===== src/rtl/irq_cascade_pkg.sv =====
package irq_cascade_pkg;
    localparam int NPINS    = 8;
    localparam int PW       = $clog2(NPINS);
    localparam int NCTRL    = 2;
    localparam int CASC_PIN = 2;
    localparam int SPUR_PIN = NPINS - 1;
    localparam int VW       = 8;
    localparam int GW       = PW + 1;

    typedef enum logic [2:0] {
        ST_IDLE,
        ST_MASTER,
        ST_SLAVE,
        ST_SPUR_M,
        ST_SPUR_S
    } ack_state_t;
endpackage


===== src/rtl/irq_cascade_resolver.sv =====
module irq_cascade_resolver
    import irq_cascade_pkg::*;
(
    input  logic             clk,
    input  logic             rst_n,
    input  logic             in_stb,
    input  logic [PW-1:0]    in_pin,
    input  logic             in_level,
    input  logic [NPINS-1:0] ext_set,
    input  logic             take,
    input  logic             eoi_stb,
    input  logic [PW-1:0]    eoi_pin,
    output logic             req,
    output logic [PW-1:0]    win,
    output logic             req_next
);
    logic [NPINS-1:0] irr_q, isr_q, lvl_q;
    logic [NPINS-1:0] irr_d, isr_d, lvl_d;
    logic [NPINS-1:0] edge_set, take_mask, eoi_mask;
    logic [PW:0]      win_full;

    function automatic logic [PW:0] lowest(input logic [NPINS-1:0] m);
        logic [PW:0] r;
        r = (PW+1)'(NPINS);
        for (int i = NPINS - 1; i >= 0; i--) begin
            if (m[i]) r = (PW+1)'(i);
        end
        return r;
    endfunction

    function automatic logic outranks(input logic [NPINS-1:0] p,
                                      input logic [NPINS-1:0] s);
        return lowest(p) < lowest(s);
    endfunction

    assign win_full = lowest(irr_q);
    assign win      = win_full[PW-1:0];
    assign req      = outranks(irr_q, isr_q);

    always_comb begin
        edge_set  = '0;
        lvl_d     = lvl_q;
        take_mask = '0;
        eoi_mask  = '0;
        if (in_stb) begin
            edge_set[in_pin] = in_level && !lvl_q[in_pin];
            lvl_d[in_pin]    = in_level;
        end
        take_mask[win]    = take && req;
        eoi_mask[eoi_pin] = eoi_stb;
        irr_d = (irr_q & ~take_mask) | edge_set | ext_set;
        isr_d = (isr_q & ~eoi_mask) | take_mask;
    end

    assign req_next = outranks(irr_d, isr_d);

    always_ff @(posedge clk or negedge rst_n) begin
        if (!rst_n) begin
            irr_q <= '0;
            isr_q <= '0;
            lvl_q <= '0;
        end else begin
            irr_q <= irr_d;
            isr_q <= isr_d;
            lvl_q <= lvl_d;
        end
    end
endmodule


===== src/rtl/irq_cascade_ackfsm.sv =====
module irq_cascade_ackfsm
    import irq_cascade_pkg::*;
(
    input  logic          clk,
    input  logic          rst_n,
    input  logic          ack_stb,
    input  logic          m_req,
    input  logic [PW-1:0] m_win,
    input  logic          s_req,
    input  logic [PW-1:0] s_win,
    input  logic [VW-1:0] master_base,
    input  logic [VW-1:0] slave_base,
    output logic          m_take,
    output logic          s_take,
    output logic          vec_valid,
    output logic [VW-1:0] vec,
    output logic          vec_spurious,
    output logic          acked_valid,
    output logic [GW-1:0] acked_num
);
    ack_state_t    state_q, state_d;
    logic [PW-1:0] idx_q, idx_d;
    logic [VW-1:0] base_q, base_d;

    always_comb begin
        state_d = ST_IDLE;
        m_take  = 1'b0;
        s_take  = 1'b0;
        idx_d   = PW'(SPUR_PIN);
        base_d  = master_base;
        if (ack_stb) begin
            if (!m_req) begin
                state_d = ST_SPUR_M;
            end else begin
                m_take = 1'b1;
                if (m_win == PW'(CASC_PIN)) begin
                    base_d = slave_base;
                    if (s_req) begin
                        s_take  = 1'b1;
                        idx_d   = s_win;
                        state_d = ST_SLAVE;
                    end else begin
                        state_d = ST_SPUR_S;
                    end
                end else begin
                    idx_d   = m_win;
                    state_d = ST_MASTER;
                end
            end
        end
    end

    always_ff @(posedge clk or negedge rst_n) begin
        if (!rst_n) state_q <= ST_IDLE;
        else        state_q <= state_d;
    end

    always_ff @(posedge clk or negedge rst_n) begin
        if (!rst_n) begin
            idx_q  <= '0;
            base_q <= '0;
        end else if (ack_stb) begin
            idx_q  <= idx_d;
            base_q <= base_d;
        end
    end

    always_comb begin
        vec_valid    = 1'b0;
        vec_spurious = 1'b0;
        acked_valid  = 1'b0;
        acked_num    = '0;
        vec          = {base_q[VW-1:PW], idx_q};
        unique case (state_q)
            ST_IDLE: vec = '0;
            ST_MASTER: begin
                vec_valid   = 1'b1;
                acked_valid = 1'b1;
                acked_num   = {1'b0, idx_q};
            end
            ST_SLAVE: begin
                vec_valid   = 1'b1;
                acked_valid = 1'b1;
                acked_num   = {1'b1, idx_q};
            end
            ST_SPUR_M, ST_SPUR_S: begin
                vec_valid    = 1'b1;
                vec_spurious = 1'b1;
            end
            default: vec = '0;
        endcase
    end
endmodule


===== src/rtl/irq_cascade_ctrl.sv =====
module irq_cascade_ctrl
    import irq_cascade_pkg::*;
(
    input  logic          clk,
    input  logic          rst_n,
    input  logic          src_stb,
    input  logic [GW:0]   src_num,
    input  logic          src_level,
    input  logic          ack_stb,
    input  logic          eoi_stb,
    input  logic [GW-1:0] eoi_num,
    input  logic [VW-1:0] master_base,
    input  logic [VW-1:0] slave_base,
    output logic          cpu_int,
    output logic          vec_valid,
    output logic [VW-1:0] vec,
    output logic          vec_spurious,
    output logic          acked_valid,
    output logic [GW-1:0] acked_num
);
    logic [NCTRL-1:0] req, req_next, take_v;
    logic [PW-1:0]    win [NCTRL];
    logic             m_take, s_take, src_ok;
    logic [NPINS-1:0] casc_set;

    assign src_ok   = src_stb && !src_num[GW];
    assign take_v   = {s_take, m_take};
    assign casc_set = NPINS'(req_next[1]) << CASC_PIN;
    assign cpu_int  = req[0];

    for (genvar c = 0; c < NCTRL; c++) begin : g_ctrl
        irq_cascade_resolver u_res (
            .clk      (clk),
            .rst_n    (rst_n),
            .in_stb   (src_ok && (src_num[PW] == 1'(c))),
            .in_pin   (src_num[PW-1:0]),
            .in_level (src_level),
            .ext_set  ((c == 0) ? casc_set : '0),
            .take     (take_v[c]),
            .eoi_stb  (eoi_stb && (eoi_num[PW] == 1'(c))),
            .eoi_pin  (eoi_num[PW-1:0]),
            .req      (req[c]),
            .win      (win[c]),
            .req_next (req_next[c])
        );
    end

    irq_cascade_ackfsm u_fsm (
        .clk          (clk),
        .rst_n        (rst_n),
        .ack_stb      (ack_stb),
        .m_req        (req[0]),
        .m_win        (win[0]),
        .s_req        (req[1]),
        .s_win        (win[1]),
        .master_base  (master_base),
        .slave_base   (slave_base),
        .m_take       (m_take),
        .s_take       (s_take),
        .vec_valid    (vec_valid),
        .vec          (vec),
        .vec_spurious (vec_spurious),
        .acked_valid  (acked_valid),
        .acked_num    (acked_num)
    );
endmodule


===== config.mk =====
export PLATFORM = sky130hd
export DESIGN_NAME = irq_cascade_ctrl
export DESIGN_NICKNAME = d
export VERILOG_FILES = /design/src/rtl/irq_cascade_pkg.sv /design/src/rtl/irq_cascade_resolver.sv /design/src/rtl/irq_cascade_ackfsm.sv /design/src/rtl/irq_cascade_ctrl.sv
export SDC_FILE = /design/constraint.sdc
export NUM_CORES = 1
export LEC_CHECK = 0
export ABC_AREA = 1
export CORE_MARGIN = 1
export CORE_UTILIZATION = 58
export DETAILED_ROUTE_END_ITERATION = 8
export DONT_BUFFER_PORTS = 1
export MAX_ROUTING_LAYER = met4
export PLACE_DENSITY = 0.79
export SKIP_CTS_REPAIR_TIMING = 1
export SYNTH_ARGS = -nofsm -noshare
export SYNTH_HDL_FRONTEND = slang
export SYNTH_SLANG_ARGS = --single-unit

===== constraint.sdc =====
create_clock -name clk -period 3.6 [get_ports clk]
set_input_delay 0.9 -clock clk [delete_from_list [all_inputs] [get_ports clk]]
set_output_delay 0.9 -clock clk [all_outputs]
set_load 0.01 [all_outputs]

==> metrics.md <==
| Metric | Value |
|---|---|
| Status | `finished clean` |
| Crit path largest cell delay | `0.38 ns` |
| Synthesized area | `between 3000 and 4000 um^2` |
| Skew final | `between 0.007 and 0.008 ns` |
| Clock network fraction of design power | `15.1%` |
| Async SR Flop Fraction | `100.0%` |
| Gate Count Post-Synth | `approximately 510` |
| Sequential area share after synthesis | `between 40% and 50%` |
| Synth Register Bits | `59` |
| Fill count | `512` |
| DIE HEIGHT | `~82 um` |
| Top cell type's share of synthesized area | `40.26%` |
| Worst-skew pair later-pin latency | `0.34 ns` |
| Synth Flop Type | `dfrtp_1` |
| Wirelength per Cell | `14.50 um` |
| Multi-input gate area | `1864 um^2` |
| Initial antenna violation count | `0` |
| First-iteration detailed-routing DRC count | `284` |
| CTS sink count | `59` |
| DRC | `0` |
| Post-synth cell types | `38` |
| Max Cap Viol | `0` |
| Synth cell count leaders | `nand2_1, inv_1, dfrtp_1` |
| Post-synth top area cell | `dfrtp_1` |
| FF+latch area | `about 1500 um^2` |
| Area Growth Syn to Fin | `11.29%` |
| Syn Nets | `~550` |
| Congestion Overflow GR | `0` |
| GR Util All Layers | `28.69%` |
| Internal power | `1.879 mW` |
| Largest net degree at the start of global routing | `60` |
| VDD IR max | `652.3 uV` |
| Critical-path cell list | `inv_1, nand2_1, nor3_2, inv_1, nor4_2, ha_1, a21oi_2, nand3_4, nor2_8, nand2_1, nor2_2, inv_1, a32oi_2, inv_1, nor2_2, nand2_1, nor2_2, ha_1, a21oi_1, nand2_1, nand2_1` |
| Share of cells above drive strength 1 | `approximately 11%` |
| Critical path type | `register to register` |
| Hold Path Class | `input pin to async pin` |
| Root Driver | `clkbuf_8` |
| P_leak | `2.127 nW` |
| Antenna Nets Post-Route | `0` |
| Sw Share | `49.16%` |
| Crit path DAT | `3.65 ns` |
| CP max stage cell | `dfrtp_1` |
| First-pass DRT Iterations | `5` |
| Max-slew violation count | `0` |
| Ys Warns | `0` |
| Initial Utilization | `60.86%` |
| Seq pwr share | `28.4%` |
| Crit path time final | `3.379 ns` |
| Synth area leaders | `dfrtp_1, nand2_1, inv_1` |
| Antenna diodes | `0` |
| DR vias | `around 3.3k` |
| Die ar. | `roughly 6600 um^2` |
| Final setup viols | `0` |
| Worst reg2reg setup slack | `0.22 ns` |
| Clock Tree Buf Depth | `2` |
| Startpoint Class | `register` |
| Most frequent cell after synthesis | `nand2_1` |
| First-pass GRT wire length | `13870 um` |
| Cells on worst reg2reg path | `21` |
| EDFF count, synth | `0` |
| Combinational cell fraction of total power | `56.5%` |
| Req. time, crit path | `3.88 ns` |
| Number of I/O pins | `47` |
| Chip width | `81.52 um` |
| Pwr Density | `905.6 nW/um^2` |
| # nets final | `565` |
| Htree depth | `3` |
| Crit share post-route | `between 90% and 100%` |
| Vias in the first global route | `roughly 2.9k` |
| Vias per inst | `5.536` |
| CTS tree | `done` |
| Routability cong. | `0.8971` |
| Hpwl dp | `between 6000 and 7000 um` |
| Max Freq | `295.9 MHz` |
| Final TNS setup | `0 ns` |
| CP Capture Type | `register` |
| Mean Syn Cell Area | `7.177 um^2` |
| Worst-path clk slew | `around 0.07 ns` |
| Crit Path Max Fanout | `5` |
| Final Hold Viols | `0` |
| WHS | `0.2524 ns` |
| Reg2reg start | `g_ctrl[0].u_res.irr_q[0]` |
| Port bufs | `0` |
| P_sw | `1.817 mW` |
| Overall routed net length | `8775 um` |
| Core Rows | `28` |
| RR Endpoint | `g_ctrl[0].u_res.irr_q[2]` |
| Worst rel slew slack | `60.11%` |
| Most frequent CP cell | `nand2_1` |
| Core area | `6026 um^2` |
| Actual slew at the worst max-slew pin | `0.5937 ns` |
| CTS buffer count | `9` |
-- sequential cells by signal, summed over array words and instances (netlist names) --
| register | count |
|---|---|
| g_ctrl.u_res.irr_q | 16 |
| g_ctrl.u_res.isr_q | 16 |
| g_ctrl.u_res.lvl_q | 16 |
| u_fsm.base_q | 5 |
| u_fsm.idx_q | 3 |
| u_fsm.state_q | 3 |
-- how the worst max path moves through the flow --
stage / startpoint / to / slack (ns) / cells past startpoint
floorplan: g_ctrl[1].u_res.irr_q[3] / g_ctrl[0].u_res.irr_q[2] / 0.53 / 21
global placement: g_ctrl[1].u_res.irr_q[3] / g_ctrl[0].u_res.irr_q[2] / 0.19 / 21
detailed placement: g_ctrl[1].u_res.isr_q[0] / g_ctrl[0].u_res.irr_q[2] / 0.10 / 20
CTS: g_ctrl[0].u_res.irr_q[0] / g_ctrl[0].u_res.irr_q[2] / 0.08 / 23
global route: g_ctrl[0].u_res.irr_q[0] / g_ctrl[0].u_res.irr_q[2] / -0.09 / 25
finish: g_ctrl[0].u_res.irr_q[0] / g_ctrl[0].u_res.irr_q[2] / 0.22 / 21
-- layout by cell type, fill, tap and decap left out, drive strengths merged, types with 12 or more instances in the layout --
cell type and count:
a21oi 19, clkbuf 12, dfrtp 59, inv 103, nand2 131, nand3 31
nor2 50, nor3 22, o21ai 36
-- cell families after synthesis --
logic type	Yosys count	share of synthesized area [%]
AO/OA/AOI/OAI	84	14.53
adder cells (fa/ha/maj)	9	3.071
buffers and inverters	112	11.60
flip-flops	59	40.26
multiplexers	1	0.3070
AND/OR/NAND/NOR	246	30.23
-- through the flow --
step | area (um^2) | std cells | utilization, % | power (mW) | setup WS [ns]
floorplan | 3667 | 511 | - | 2.572 | 0.5252
global placement | 3787 | 586 | 62.85 | 2.906 | 0.1919
detailed placement | 3787 | 586 | 62.85 | 2.982 | 0.1045
CTS | 3968 | 602 | 65.84 | 3.544 | 0.07679
global route | 4081 | 605 | 67.73 | 4.058 | -0.08729
finish | 4081 | 605 | 67.73 | 3.696 | 0.2208
-- area by class of cell --
cell class                 instances  share of cell area (%)
sequential                        59                   36.17
multi-input combinational        341                   45.68
tap                               75                   2.299
clock inverter                     4                  0.6131
clock buffer                      12                   3.801
timing repair buffer               9                   1.655
inverter                         105                   9.779
-- worst max-delay path: cells and delay by family, from the launching register on --
kind	cells	cell delay, ns
flip-flops	1	0.38
buffers and inverters	4	0.33
adder cells (fa/ha/maj)	2	0.55
AND/OR/NAND/NOR	12	1.48
AO/OA/AOI/OAI	3	0.57
-- power by group through the flow --
| stage | sequential, mW | clock [mW] | combinational, mW |
|---|---|---|---|
| 2_1_floorplan | 1.00 | 0 | 1.57 |
| 3_3_place_gp | 1.03 | 0 | 1.87 |
| 3_5_place_dp | 1.04 | 0 | 1.94 |
| 4_1_cts | 1.03 | 0.561 | 1.95 |
| 5_1_grt | 1.08 | 0.594 | 2.38 |
| 6_report | 1.05 | 0.557 | 2.09 |
-- routing by layer --
metal / global-route usage, % / part of all wire [%]
met2: 43.17 / 48
met1: 38.65 / 46
met4: 11.25 / 1.8
met5: - / 0
met3: 4.556 / 4.2
Power figures use the tool's default switching activity.
